$ cat src/rtl/mogu_pkg.sv
package mogu_pkg;
  localparam int MW        = 8;
  localparam int SW        = 6;
  localparam int WW        = 16;
  localparam int NCH       = 3;
  localparam int FRAC      = 2;
  localparam int SPR_FLOOR = 1 << FRAC;
  localparam int SPR_MAX   = (1 << SW) - 1;

  typedef logic [NCH-1:0][MW-1:0] pix_t;
  typedef struct packed {
    logic [WW-1:0] wt;
    logic [SW-1:0] spr;
    pix_t          mu;
  } dist_t;
  localparam int DW = $bits(dist_t);

  function automatic int adiff(logic [MW-1:0] a, logic [MW-1:0] b);
    return (a > b) ? int'(a) - int'(b) : int'(b) - int'(a);
  endfunction

  // 2.5 spreads with spread in quarters: |d| <= 5*spr/8
  function automatic logic in_band(pix_t px, dist_t d);
    logic ok;
    ok = 1'b1;
    for (int k = 0; k < NCH; k++)
      if (adiff(px[k], d.mu[k]) * 8 > int'(d.spr) * 5) ok = 1'b0;
    return ok;
  endfunction

  function automatic logic [MW-1:0] mu_step(logic [MW-1:0] p, logic [MW-1:0] m);
    if (p > m) return m + 1'b1;
    if (p < m) return m - 1'b1;
    return m;
  endfunction

  function automatic logic [SW-1:0] spr_step(pix_t px, dist_t d);
    logic grow;
    grow = 1'b0;
    for (int k = 0; k < NCH; k++)
      if (adiff(px[k], d.mu[k]) * 4 > int'(d.spr)) grow = 1'b1;
    if (grow) return (int'(d.spr) == SPR_MAX) ? d.spr : d.spr + 1'b1;
    return (int'(d.spr) > SPR_FLOOR) ? d.spr - 1'b1 : d.spr;
  endfunction

  function automatic logic [WW-1:0] wt_up(logic [WW-1:0] w, logic [WW-1:0] inc);
    logic [WW:0] s;
    s = {1'b0, w} + {1'b0, inc};
    return s[WW] ? {WW{1'b1}} : s[WW-1:0];
  endfunction

  function automatic logic [WW-1:0] wt_dn(logic [WW-1:0] w, logic [WW-1:0] dec);
    return (w < dec) ? '0 : w - dec;
  endfunction

  function automatic logic near1(logic [MW-1:0] a, logic [MW-1:0] b);
    return adiff(a, b) <= 1;
  endfunction
endpackage

$ cat src/rtl/mogu_cell.sv
module mogu_cell
  import mogu_pkg::*;
(
  input  pix_t  px,
  input  dist_t d,
  output logic  hit
);
  assign hit = in_band(px, d);
endmodule

$ cat src/rtl/mogu_pick.sv
module mogu_pick #(
  parameter int N  = 3,
  parameter int IW = 2
) (
  input  logic [N-1:0]  hit,
  output logic          any,
  output logic [IW-1:0] idx
);
  always_comb begin
    any = 1'b0;
    idx = '0;
    for (int i = N - 1; i >= 0; i--) begin
      if (hit[i]) begin
        any = 1'b1;
        idx = IW'(i);
      end
    end
  end
endmodule

$ cat src/rtl/mogu_route.sv
module mogu_route
  import mogu_pkg::*;
#(
  parameter int N  = 3,
  parameter int IW = 2
) (
  input  dist_t [N-1:0] din,
  input  logic          any,
  input  logic [IW-1:0] idx,
  output dist_t [N-1:0] dout
);
  for (genvar j = 0; j < N - 1; j++) begin : g_keep
    assign dout[j] = (any && (j >= int'(idx))) ? din[j+1] : din[j];
  end
  assign dout[N-1] = any ? din[idx] : din[N-1];
endmodule

$ cat src/rtl/mogu_update.sv
module mogu_update
  import mogu_pkg::*;
#(
  parameter int N        = 3,
  parameter int W_INC    = 1024,
  parameter int W_DEC    = 512,
  parameter int W_INIT   = 2048,
  parameter int SPR_INIT = 48,
  parameter int FG_TH    = 16384
) (
  input  pix_t          px,
  input  logic          any,
  input  dist_t [N-1:0] rin,
  output dist_t [N-1:0] nxt,
  output logic          fg
);
  dist_t bot;

  for (genvar j = 0; j < N - 1; j++) begin : g_decay
    assign nxt[j] = {wt_dn(rin[j].wt, WW'(W_DEC)), rin[j].spr, rin[j].mu};
  end

  always_comb begin
    bot = rin[N-1];
    if (any) begin
      for (int k = 0; k < NCH; k++) bot.mu[k] = mu_step(px[k], rin[N-1].mu[k]);
      bot.spr = spr_step(px, rin[N-1]);
      bot.wt  = wt_up(rin[N-1].wt, WW'(W_INC));
    end else begin
      bot.mu  = px;
      bot.spr = SW'(SPR_INIT);
      bot.wt  = WW'(W_INIT);
    end
  end

  assign nxt[N-1] = bot;
  assign fg       = !any || (bot.wt <= WW'(FG_TH));
endmodule

$ cat src/rtl/mogu_match_update.sv
module mogu_match_update
  import mogu_pkg::*;
#(
  parameter int NSLOT    = 3,
  parameter int W_INC    = 1024,
  parameter int W_DEC    = 512,
  parameter int W_INIT   = 2048,
  parameter int SPR_INIT = 48,
  parameter int FG_TH    = 16384,
  localparam int IW      = (NSLOT > 1) ? $clog2(NSLOT) : 1,
  localparam int PXW     = NCH * MW,
  localparam int SETW    = NSLOT * DW
) (
  input  logic            clk,
  input  logic            rst_n,
  input  logic            in_valid,
  input  logic [PXW-1:0]  in_pix,
  input  logic [SETW-1:0] in_dist,
  output logic            out_valid,
  output logic [SETW-1:0] out_dist,
  output logic            out_nomatch,
  output logic            out_fg
);
  pix_t              px;
  dist_t [NSLOT-1:0] dset, routed, nxt, oset;
  logic [NSLOT-1:0]  ev_hits;
  logic              ev_any, fg_n;
  logic [IW-1:0]     ev_sel;
  dist_t             ev_sel_dist, obot;

  assign px   = in_pix;
  assign dset = in_dist;

  for (genvar i = 0; i < NSLOT; i++) begin : g_cell
    mogu_cell u_cell (.px(px), .d(dset[i]), .hit(ev_hits[i]));
  end

  mogu_pick #(.N(NSLOT), .IW(IW)) u_pick (.hit(ev_hits), .any(ev_any), .idx(ev_sel));

  mogu_route #(.N(NSLOT), .IW(IW)) u_route (
    .din(dset), .any(ev_any), .idx(ev_sel), .dout(routed));

  assign ev_sel_dist = routed[NSLOT-1];

  mogu_update #(.N(NSLOT), .W_INC(W_INC), .W_DEC(W_DEC), .W_INIT(W_INIT),
                .SPR_INIT(SPR_INIT), .FG_TH(FG_TH)) u_upd (
    .px(px), .any(ev_any), .rin(routed), .nxt(nxt), .fg(fg_n));

  always_ff @(posedge clk or negedge rst_n) begin
    if (!rst_n) begin
      out_valid   <= 1'b0;
      out_dist    <= '0;
      out_nomatch <= 1'b0;
      out_fg      <= 1'b0;
    end else begin
      out_valid <= in_valid;
      if (in_valid) begin
        out_dist    <= nxt;
        out_nomatch <= !ev_any;
        out_fg      <= fg_n;
      end
    end
  end

  assign oset = out_dist;
  assign obot = oset[NSLOT-1];


  first_fit_chk: assert property (@(posedge clk) disable iff (!rst_n)
    ev_any |-> ev_hits[ev_sel] && ((ev_hits & ((NSLOT'(1) << ev_sel) - NSLOT'(1))) == '0));


  order_chk: assert property (@(posedge clk) disable iff (!rst_n)
    out_valid && !out_nomatch && ($past(ev_sel) == '0) |->
      oset[0].mu == $past(dset[1].mu) && oset[0].spr == $past(dset[1].spr));


  replace_chk: assert property (@(posedge clk) disable iff (!rst_n)
    out_valid && out_nomatch |->
      obot.mu == $past(px) && obot.spr == SW'(SPR_INIT) && obot.wt == WW'(W_INIT));


  for (genvar k = 0; k < NCH; k++) begin : g_mchk
    mean_step_chk: assert property (@(posedge clk) disable iff (!rst_n)
      out_valid && !out_nomatch |-> near1(obot.mu[k], $past(ev_sel_dist.mu[k])));
  end


  spread_step_chk: assert property (@(posedge clk) disable iff (!rst_n)
    out_valid && !out_nomatch |->
      adiff(MW'(obot.spr), MW'($past(ev_sel_dist.spr))) <= 1 && int'(obot.spr) >= 1);


  nomatch_fg_chk: assert property (@(posedge clk) disable iff (!rst_n)
    out_valid && out_nomatch |-> out_fg);


  valid_lat_chk: assert property (@(posedge clk) disable iff (!rst_n)
    in_valid |=> out_valid);


  hold_chk: assert property (@(posedge clk) disable iff (!rst_n)
    !in_valid |=> !out_valid && $stable(out_dist) && $stable(out_fg));
endmodule

$ cat config.mk
export PLATFORM = sky130hd
export DESIGN_NAME = mogu_match_update
export DESIGN_NICKNAME = d
export VERILOG_FILES = /design/src/rtl/mogu_pkg.sv /design/src/rtl/mogu_cell.sv /design/src/rtl/mogu_pick.sv /design/src/rtl/mogu_route.sv /design/src/rtl/mogu_update.sv /design/src/rtl/mogu_match_update.sv
export SDC_FILE = /design/constraint.sdc
export NUM_CORES = 1
export LEC_CHECK = 0
export BUFFER_PORTS_ARGS = -buffer_cell sky130_fd_sc_hd__buf_2
export CORE_ASPECT_RATIO = 1.1
export CORE_MARGIN = 4
export CORE_UTILIZATION = 25
export DETAILED_ROUTE_END_ITERATION = 16
export PLACE_DENSITY = 0.37
export SYNTH_ARGS = -nofsm -noshare
export SYNTH_HDL_FRONTEND = slang
export SYNTH_SLANG_ARGS = --single-unit
$ cat constraint.sdc
create_clock -name clk -period 1.55 [get_ports clk]
set_clock_uncertainty 0.2 [all_clocks]
set_input_delay 0.465 -clock clk [delete_from_list [all_inputs] [get_ports clk]]
set_output_delay 0.465 -clock clk [all_outputs]
set_load 0.01 [all_outputs]
==> results of run 1 <==
## worst max-delay path: cells and delay by family
family	cells	cell delay, ns
AOI/OAI and AO/OA	17	3.74
and+or+nand+nor	7	1.47
buffers and inverters	7	0.99
adders and majority gates	3	0.91
muxes	1	0.38
xor gates and xnor gates	1	0.17
## worst max-delay path by stage
| stage | cells after the start | start | end |
|---|---|---|---|
| final | 36 | in_pix[20] | out_dist[117] |
| after floorplan | 45 | in_pix[1] | out_dist[120] |
| after detailed placement | 42 | in_pix[1] | out_dist[118] |
| after global routing | 43 | in_pix[1] | out_dist[118] |
| after global placement | 43 | in_pix[1] | out_dist[118] |
| after CTS | 41 | in_pix[1] | out_dist[118] |
## power groups by stage
| stage | clock network, mW | registers, mW | logic (mW) |
|---|---|---|---|
| floorplan | 0 | 6.15 | 15.8 |
| global placement | 0 | 5.72 | 31.0 |
| detailed placement | 0 | 5.73 | 31.0 |
| CTS | 4.61 | 5.70 | 34.5 |
| global route | 4.69 | 5.85 | 40.3 |
| finish | 4.43 | 5.72 | 37.5 |
## repair_timing
item	CTS	global route
hold buffers	2	0
setup buffers	66	46
gates resized for setup	228	293
cloned	6	4
pin swaps	100	163
endpoints found under the hold margin	142	0
endpoints found under the setup margin	281	281
## stage by stage
| step | hold WS [ns] | setup TNS, ns |
|---|---|---|
| 6_report | 0.0520 | -608.38 |
| 5_1_grt | 0.0472 | -646.27 |
| 4_1_cts | 0.00640 | -617.29 |
| 3_5_place_dp | 0.114 | -701.33 |
| 3_3_place_gp | 0.113 | -693.18 |
| 2_1_floorplan | -0.0306 | -634.91 |
## state kept, by name, indices dropped and copies added, names as in the netlist
signal,count
out_nomatch,1
out_valid,1
out_fg,1
out_dist,138
## cells in the final DEF, fill, tap and decap left out, types with 56 or more instances in the layout
master   count
a21o_1      75
a21oi_1    160
a31oi_1     62
buf_2      297
buf_4      968
buf_6       56
dfrtp_1    141
ha_1       253
inv_1      200
mux2i_1     61
nand2_1    182
nor2_1     169
o21ai_0     61
xnor2_1     60
## per-layer routing
layer / share of wire [%] / vias up / track usage [%]
met2: 50 / 739 / 48.9
met1: 39 / 12300 / 29.7
li1: - / 12000 / -
met3: 4.9 / 228 / 4.30
met4: 5.5 / 16 / 12.1
met5: 0.086 / - / 0
## cells by family after synthesis
family,Yosys count,share of synthesized area [%]
AO/OA/AOI/OAI,790,27.2
AND/OR/NAND/NOR,758,18.5
buffers and inverters,360,7.66
adder cells (fa/ha/maj),321,20.5
flip-flops,141,17.2
XOR/XNOR,97,4.13
multiplexers,95,4.80
## layout make-up
class                      count  area, sq um
clock inverter                11          109
timing repair buffer        1386        10700
multi-input combinational   2062        18000
tap                         1064         1330
inverter                     228          872
clock buffer                  21          460
fill                        8350        46700
sequential                   141         3530
antenna                        4         10.0
==> results.cfg, run 1 <==
[floorplan]
core_sq_um = 81800
die_y_um = 309
ios = 306
die-area_sq_um = 86900
rows = 110
die_x_um = 281
start_util_pct = 25.1

[worst_setup_path]
worst-path-max-fanout = 17
path_class = in2reg
reg2reg_setup_slack_ns = 0.28
reg2reg_from = out_dist[119]
slowest_delay_ns = 0.51
startpoint_type = input pin
reg2regPathDepth = 3
worstPathArrival_ns = 8.14
r2r-end = out_dist[119]
required_ns = 1.73
cpMaxStageDelayCell = o31a_2
endpoint_kind = flip-flop

[run_status]
violations = negative setup slack
status = finished, violations left

[clock_network]
cts_buffers = 17
cts_tree = yes
clock-sinks = 141
clock-root-buffer = clkbuf_16
clk_pin_slew_ns = 0.08
cts_max_level = 4
clock_latency_ns = 0.49
clockBufferDepth = 2

[global_routing]
grt_pass1_wl_um = 171000
antenna_found_initial = 13
grt_pass1_vias = 26300
overflow = 0
grt_max_degree = 54
track_usage_pct = 26.5

[finish]
fin_util_pct = 42.9
syn2layout_area_growth_pct = 70.5
stdcell_area_sq_um = 35000
drive_gt1_share_pct = 48.9
nNetsFinal = 4322
finalNonFillerCells = 4917

[sta]
finalCritPeriodShare_pct = 514
worstMarginPinSlew_ns = 0.648
slew_viol_final = 0
hold_viol = 0
rsz0062_at_grt = yes
slew_headroom_pct = 56.5
finalCriticalPeriod_ns = 7.96
fmax_ghz = 0.126
setup_violations = 281
fin_ws_ns = -6.41

[drt]
finalWirelength_um = 119000
drt-pass1-iter-count = 5
wl_per_cell_um = 24.2
drcViolationCount = 0
drt-initial-drc-count = 1259
vias = 25200
routed_via_density = 5.13
final_antenna_net_count = 0

[min_path]
holdPathEnd = out_dist[14]
min_path_cells = 3
hold_class = in2reg
hp-start = in_dist[14]

[synthesis]
synthCells = 2562
syn_area_per_cell_sq_um = 8.02
async_reset_ff_share_pct = 100
synth_edf_count = 0
synthTopCellsByArea = ha_1, dfrtp_1, a21oi_1
ys_seq_area_share_pct = 17.2
yosys_warnings = 0
yosysMostFrequentCell = ha_1
synth.largest_area_cell = ha_1
ys_types = 108
synth_common_cells = ha_1, inv_1, a21oi_1
ys_seq_elements = 141
yosys_most_used_dff = dfrtp_1
syn_nets = 3048
syn_area_sq_um = 20600
yosysTopAreaCellShare_pct = 17.9

[place]
dp_hpwl_um = 99600
post-place-cells = 4765
pre_cts_ws_ns = -7.28
gp_congestion = 0.950
port-buffer-count = 305
placed_area_sq_um = 30900

[power_and_ir_drop]
vdd_drop_max_uv = 740
clkPwrFrac_pct = 9.3
total_power_mw = 47.6
p_seq_share_pct = 12.0
p_leak_nw = 16.8
combPwrFrac_pct = 78.7
switching_share_pct = 46.6
p_sw_mw = 22.2
p_per_area_nw_per_um2 = 1360
intPower_mw = 25.5

[flow_run]
cap_violations = 0
No activity file was read; power rests on OpenSTA's default activity.
==> inputs of run 2 (changes only) <==
Settings changed: CELL_PAD_IN_SITES_DETAIL_PLACEMENT set to 1, CELL_PAD_IN_SITES_GLOBAL_PLACEMENT set to 1, PLACE_DENSITY 0.37 to 0.48.
==> run 2 against run 1 <==
  * The flow still finishes with violations (negative setup slack)
  * Die area unchanged
  * Cell area down 0.18%
  * Count of clock-buffer cells in the layout down 4
  * Power up 3.6%
  * Critical path type unchanged
  * Largest cell class unchanged
  * First-iteration DRC count down 3.8%
==> results.cfg, run 2 (synthesis results as in run 1) <==
[finish]
syn2layout_area_growth_pct = 70.2
finalNonFillerCells = 4959
nNetsFinal = 4366
drive_gt1_share_pct = 47.8
final_common_cell = buf_4
n_fill_cell = 9787
largest_reg_flops = 138
fin_util_pct = 42.8
largest-register = out_dist
final_cell_mix = buf_4, buf_2, ha_1, inv_1, nor2_1

[drt]
wl_per_cell_um = 25.5
vias = 25700
drt-pass1-iter-count = 7
final_antenna_net_count = 0
routed_via_density = 5.18
finalWirelength_um = 127000
drt-initial-drc-count = 1211
drcViolationCount = 0

[run_status]
violations = negative setup slack
status = finished, violations left

[floorplan]
ios = 306
die_y_um = 309
rows = 110
core_sq_um = 81800
die_x_um = 281
die-area_sq_um = 86900
start_util_pct = 25.1

[global_routing]
overflow = 0
grt_pass1_vias = 28200
grt-busiest-layer = met2
grt_pass1_wl_um = 183000
track_usage_pct = 28.3
grt_use_met1_pct = 34.5
grt_util_met3_pct = 3.22
antenna_found_initial = 4
met2_usage_pct = 50.8
grt_max_degree = 73

[clock_network]
clock-root-buffer = clkbuf_16
clock-sinks = 141
clock_latency_ns = 0.51
clockBufferDepth = 2
cts_max_level = 4
cts_buffers = 17
clk_pin_slew_ns = 0.10
cts_tree = yes

[power_and_ir_drop]
p_per_area_nw_per_um2 = 1410
vdd_drop_max_uv = 623
p_leak_nw = 17.0

[sta]
rsz0062_at_grt = yes
slew_viol_final = 0
worstMarginPinSlew_ns = 0.671
slew_headroom_pct = 54.7
fmax_ghz = 0.119
setup_violations = 281
hold_viol = 0
finalCritPeriodShare_pct = 542
finalCriticalPeriod_ns = 8.41
fin_ws_ns = -6.86

[worst_setup_path]
path_class = in2reg
crit_path_start = in_pix[4]
crit_path_frequent_cell = buf_4
required_ns = 1.76
startpoint_type = input pin
reg2regPathDepth = 4
r2r-end = out_dist[119]
reg2reg_setup_slack_ns = 0.26
slowest_delay_ns = 0.39
cpMaxStageDelayCell = o41a_1
worstPathArrival_ns = 8.62
worst-path-max-fanout = 7
reg2reg_from = out_dist[119]
endpoint_kind = flip-flop

[place]
post-place-cells = 4765
dp_hpwl_um = 104000
gp_congestion = 0.918
port-buffer-count = 305

[min_path]
min_path_cells = 3
holdPathEnd = out_dist[31]
hold_class = in2reg
hp-start = in_dist[31]

[flow_run]
cap_violations = 0
## run 2: layer usage
metal,vias up,wire length (um)
met4,2,5700
met3,196,4440
met2,595,62900
met5,-,13
met1,12900,53600
li1,12000,-
## run 2: area by class of cell
type	count	area [sq um]	area share, %
Multi-Input combinational cell	2063	17700	50.6
Timing Repair Buffer	1429	11000	31.4
Antenna cell	2	5.00	0.0143
Clock inverter	15	169	0.483
Sequential cell	141	3530	10.1
Tap cell	1064	1330	3.81
Clock buffer	17	425	1.22
Inverter	228	863	2.47
## run 2: stage by stage
step	setup TNS (ns)	hold slack, ns	setup WS, ns	power (mW)	area (sq um)
detailed placement	-757.45	0.0925	-7.91	37.7	30800
global route	-674.34	0.0493	-7.11	52.5	35000
finish	-638.16	0.0508	-6.86	49.4	35000
global placement	-743.00	0.0976	-7.67	37.2	30800
CTS	-647.43	0.00794	-6.78	46.8	33500
floorplan	-634.91	-0.0306	-7.15	22.0	21100
## run 2: worst max path at each step
stage,cells past startpoint,endpoint,slack (ns)
after floorplan,45,out_dist[120],-7.15
after global placement,43,out_dist[118],-7.67
after detailed placement,43,out_dist[118],-7.91
after CTS,43,out_dist[120],-6.78
after global routing,42,out_dist[120],-7.11
final,55,out_dist[107],-6.86
## run 2: worst max-delay path: cells and delay by family
kind	cells	cell delay, ns
XOR/XNOR	1	0.15
adder cells (fa/ha/maj)	2	0.51
AO/OA/AOI/OAI	12	2.15
AND/OR/NAND/NOR	5	0.84
buffers and inverters	34	4.31
multiplexers	1	0.18
## run 2: report_power, final
part / switching, mW / total (mW) / internal, mW
sequential: 0.894 / 5.79 / 4.90
clock: 2.46 / 4.76 / 2.30
combinational: 20.1 / 38.8 / 18.7
## run 2: timing repair
| item | CTS | global route |
|---|---|---|
| resized for setup | 224 | 197 |
| setup buffers | 108 | 49 |
| setup endpoints to repair | 281 | 281 |
| pin swaps | 115 | 119 |
| endpoints found under the hold margin | 144 | 0 |
| hold buffers | 4 | 0 |
| gates cloned | 2 | 6 |
==> inputs of run 3 (changes only) <==
Settings changed: PLACE_DENSITY 0.48 to 0.47, SYNTH_HIERARCHICAL set to 1.
==> run 3 against run 2 <==
  * The flow still finishes with violations (negative setup slack)
  * Power rose by 12%
  * Global-route usage fell by 6.8 points
  * Count of clock-buffer cells in the layout did not move
  * Core utilization fell by 3.2 points
  * Sequential share of layout area rose by 0.37 points
  * Die area rose by 5.0%
  * First-iteration DRC count fell by 36%
  * Highest routed layer unchanged
==> results.cfg, run 3 <==
[power_and_ir_drop]
vdd_drop_max_uv = 1000
p_per_area_nw_per_um2 = 1650
p_leak_nw = 17.0
total_power_mw = 55.5

[finish]
final_cell_mix = buf_4, buf_2, inv_1, ha_1, mux2_4
syn2layout_area_growth_pct = 56.1
final_common_cell = buf_4
stdcell_area_sq_um = 33700
largest_reg_flops = 138
drive_gt1_share_pct = 51.0
largest-register = out_dist
nNetsFinal = 3962

[worst_setup_path]
reg2reg_setup_slack_ns = 0.50
r2r-end = out_dist[15]
required_ns = 1.75
crit_path_start = in_pix[5]
endpoint_kind = flip-flop
reg2regPathDepth = 1
worst-path-max-fanout = 7
reg2reg_from = out_dist[15]
crit_path_frequent_cell = buf_4
startpoint_type = input pin
worstPathArrival_ns = 8.88
cpMaxStageDelayCell = a2111o_1
crit_path_end = out_dist[116]
path_class = in2reg
slowest_delay_ns = 0.41

[drt]
finalWirelength_um = 100000
vias = 22000
routed_via_density = 4.74
drt-pass1-iter-count = 4
wl_per_cell_um = 21.6
drcViolationCount = 0
drt-initial-drc-count = 771
final_antenna_net_count = 0

[global_routing]
overflow = 0
antenna_found_initial = 1
grt_pass1_vias = 24500
track_usage_pct = 21.5
grt_max_degree = 63
grt_pass1_wl_um = 150000

[clock_network]
clock-root-buffer = clkbuf_16
cts_buffers = 17
cts_tree = yes
clock-sinks = 141
clockBufferDepth = 2
clk_pin_slew_ns = 0.09
clock_latency_ns = 0.49
cts_max_level = 4

[synthesis]
ys_seq_area_share_pct = 16.3
yosys_warnings = 6
syn_area_sq_um = 21600
synth.largest_area_cell = ha_1
ys_seq_elements = 141
ys_types = 88
yosysTopAreaCellShare_pct = 17.0
synth_common_cells = ha_1, inv_1, mux2_2
async_reset_ff_share_pct = 100
synthTopCellsByArea = ha_1, dfrtp_1, mux2_2
syn_nets = 2914
yosysMostFrequentCell = ha_1
yosys_most_used_dff = dfrtp_1
synth_edf_count = 0
syn_area_per_cell_sq_um = 8.90
synthCells = 2428

[run_status]
status = finished, violations left
violations = negative setup slack

[sta]
worstMarginPinSlew_ns = 0.730
fin_ws_ns = -7.13
slew_headroom_pct = 51.1
setup-tns-final_ns = -715.60
slew_viol_final = 0
finalCriticalPeriod_ns = 8.68
whs_ns = 0.180
fmax_ghz = 0.115
finalCritPeriodShare_pct = 560
hold_viol = 0
setup_violations = 281
rsz0062_at_grt = yes

[floorplan]
ios = 306
start_util_pct = 25.4
rows = 112
die_y_um = 316
core_sq_um = 85200
die_x_um = 288
die-area_sq_um = 91200

[flow_run]
cap_violations = 0

[place]
gp_congestion = 0.900
dp_hpwl_um = 82400
placed_area_sq_um = 30800
port-buffer-count = 305

[min_path]
hold_class = in2reg
run 3: report_power, final:
part	switching, mW	leakage (nW)	internal, mW
registers	1.09	1.67	5.35
clock network	2.36	0.283	2.14
logic	21.5	15.0	23.1
total	24.9	17.0	30.6
run 3: repair_timing:
| item | 4_1_cts | 5_1_grt |
|---|---|---|
| buffers inserted | 74 | 19 |
| hold buffers | 1 | 0 |
| endpoints found under the hold margin | 141 | 0 |
| gates cloned | 8 | 0 |
| endpoints found under the setup margin | 281 | 281 |
| pin swaps | 82 | 31 |
| resized for setup | 225 | 101 |
run 3: logic make-up after synthesis:
kind of cell	after synthesis	share of synthesized area, %
flops	141	16.3
xor+xnor	106	4.30
compound gates	570	18.3
simple gates	483	11.6
buf+inv	456	10.4
mux	351	19.5
fa+ha+maj	321	19.5
run 3: how the worst min path moves through the flow:
| stage | from | to | slack (ns) | cells after the start |
|---|---|---|---|---|
| final | in_dist[12] | out_dist[12] | 0.18 | 3 |
| after global routing | in_dist[12] | out_dist[12] | 0.16 | 3 |
| after CTS | in_dist[12] | out_dist[12] | 0.13 | 3 |
| after detailed placement | rst_n | out_dist[134] | 0.18 | 1 |
| after global placement | rst_n | out_dist[134] | 0.18 | 1 |
| after floorplan | rst_n | out_dist[0] | -0.03 | 0 |
run 3: area by class of cell:
type / count / area, sq um
Fill cell: 9947 / 51500
Multi-Input combinational cell: 1834 / 18100
Timing Repair Buffer: 1196 / 8980
Sequential cell: 141 / 3530
Tap cell: 1140 / 1430
Inverter: 286 / 1110
Clock buffer: 17 / 425
Clock inverter: 15 / 154
Antenna cell: 1 / 2.50
run 3: routing by layer:
layer  share of wire, %  wire (um)  track usage, %  up-vias
li1                   -          -               -    10700
met1                 45      44900            27.1    10900
met2                 51      51300            39.8      273
met3                2.0       2030            1.90       65
met4                2.0       1970            4.88        2
met5              0.013         13               0        -
run 3: stage by stage:
| step | utilization (%) | std cells | worst slack, ns |
|---|---|---|---|
| floorplan | - | 2428 | -6.86 |
| global placement | 36.1 | 4507 | -7.86 |
| detailed placement | 36.1 | 4507 | -8.08 |
| CTS | 39.0 | 4620 | -6.97 |
| global route | 39.6 | 4629 | -7.40 |
| finish | 39.6 | 4630 | -7.13 |
run 3: worst max-delay path: cells and delay by family:
family                     cells  cell delay (ns)
AOI/OAI and AO/OA             17             3.40
xor gates and xnor gates       2             0.31
adders and majority gates      4             1.14
buffers and inverters         11             1.41
muxes                          4             0.81
and+or+nand+nor                7             1.32
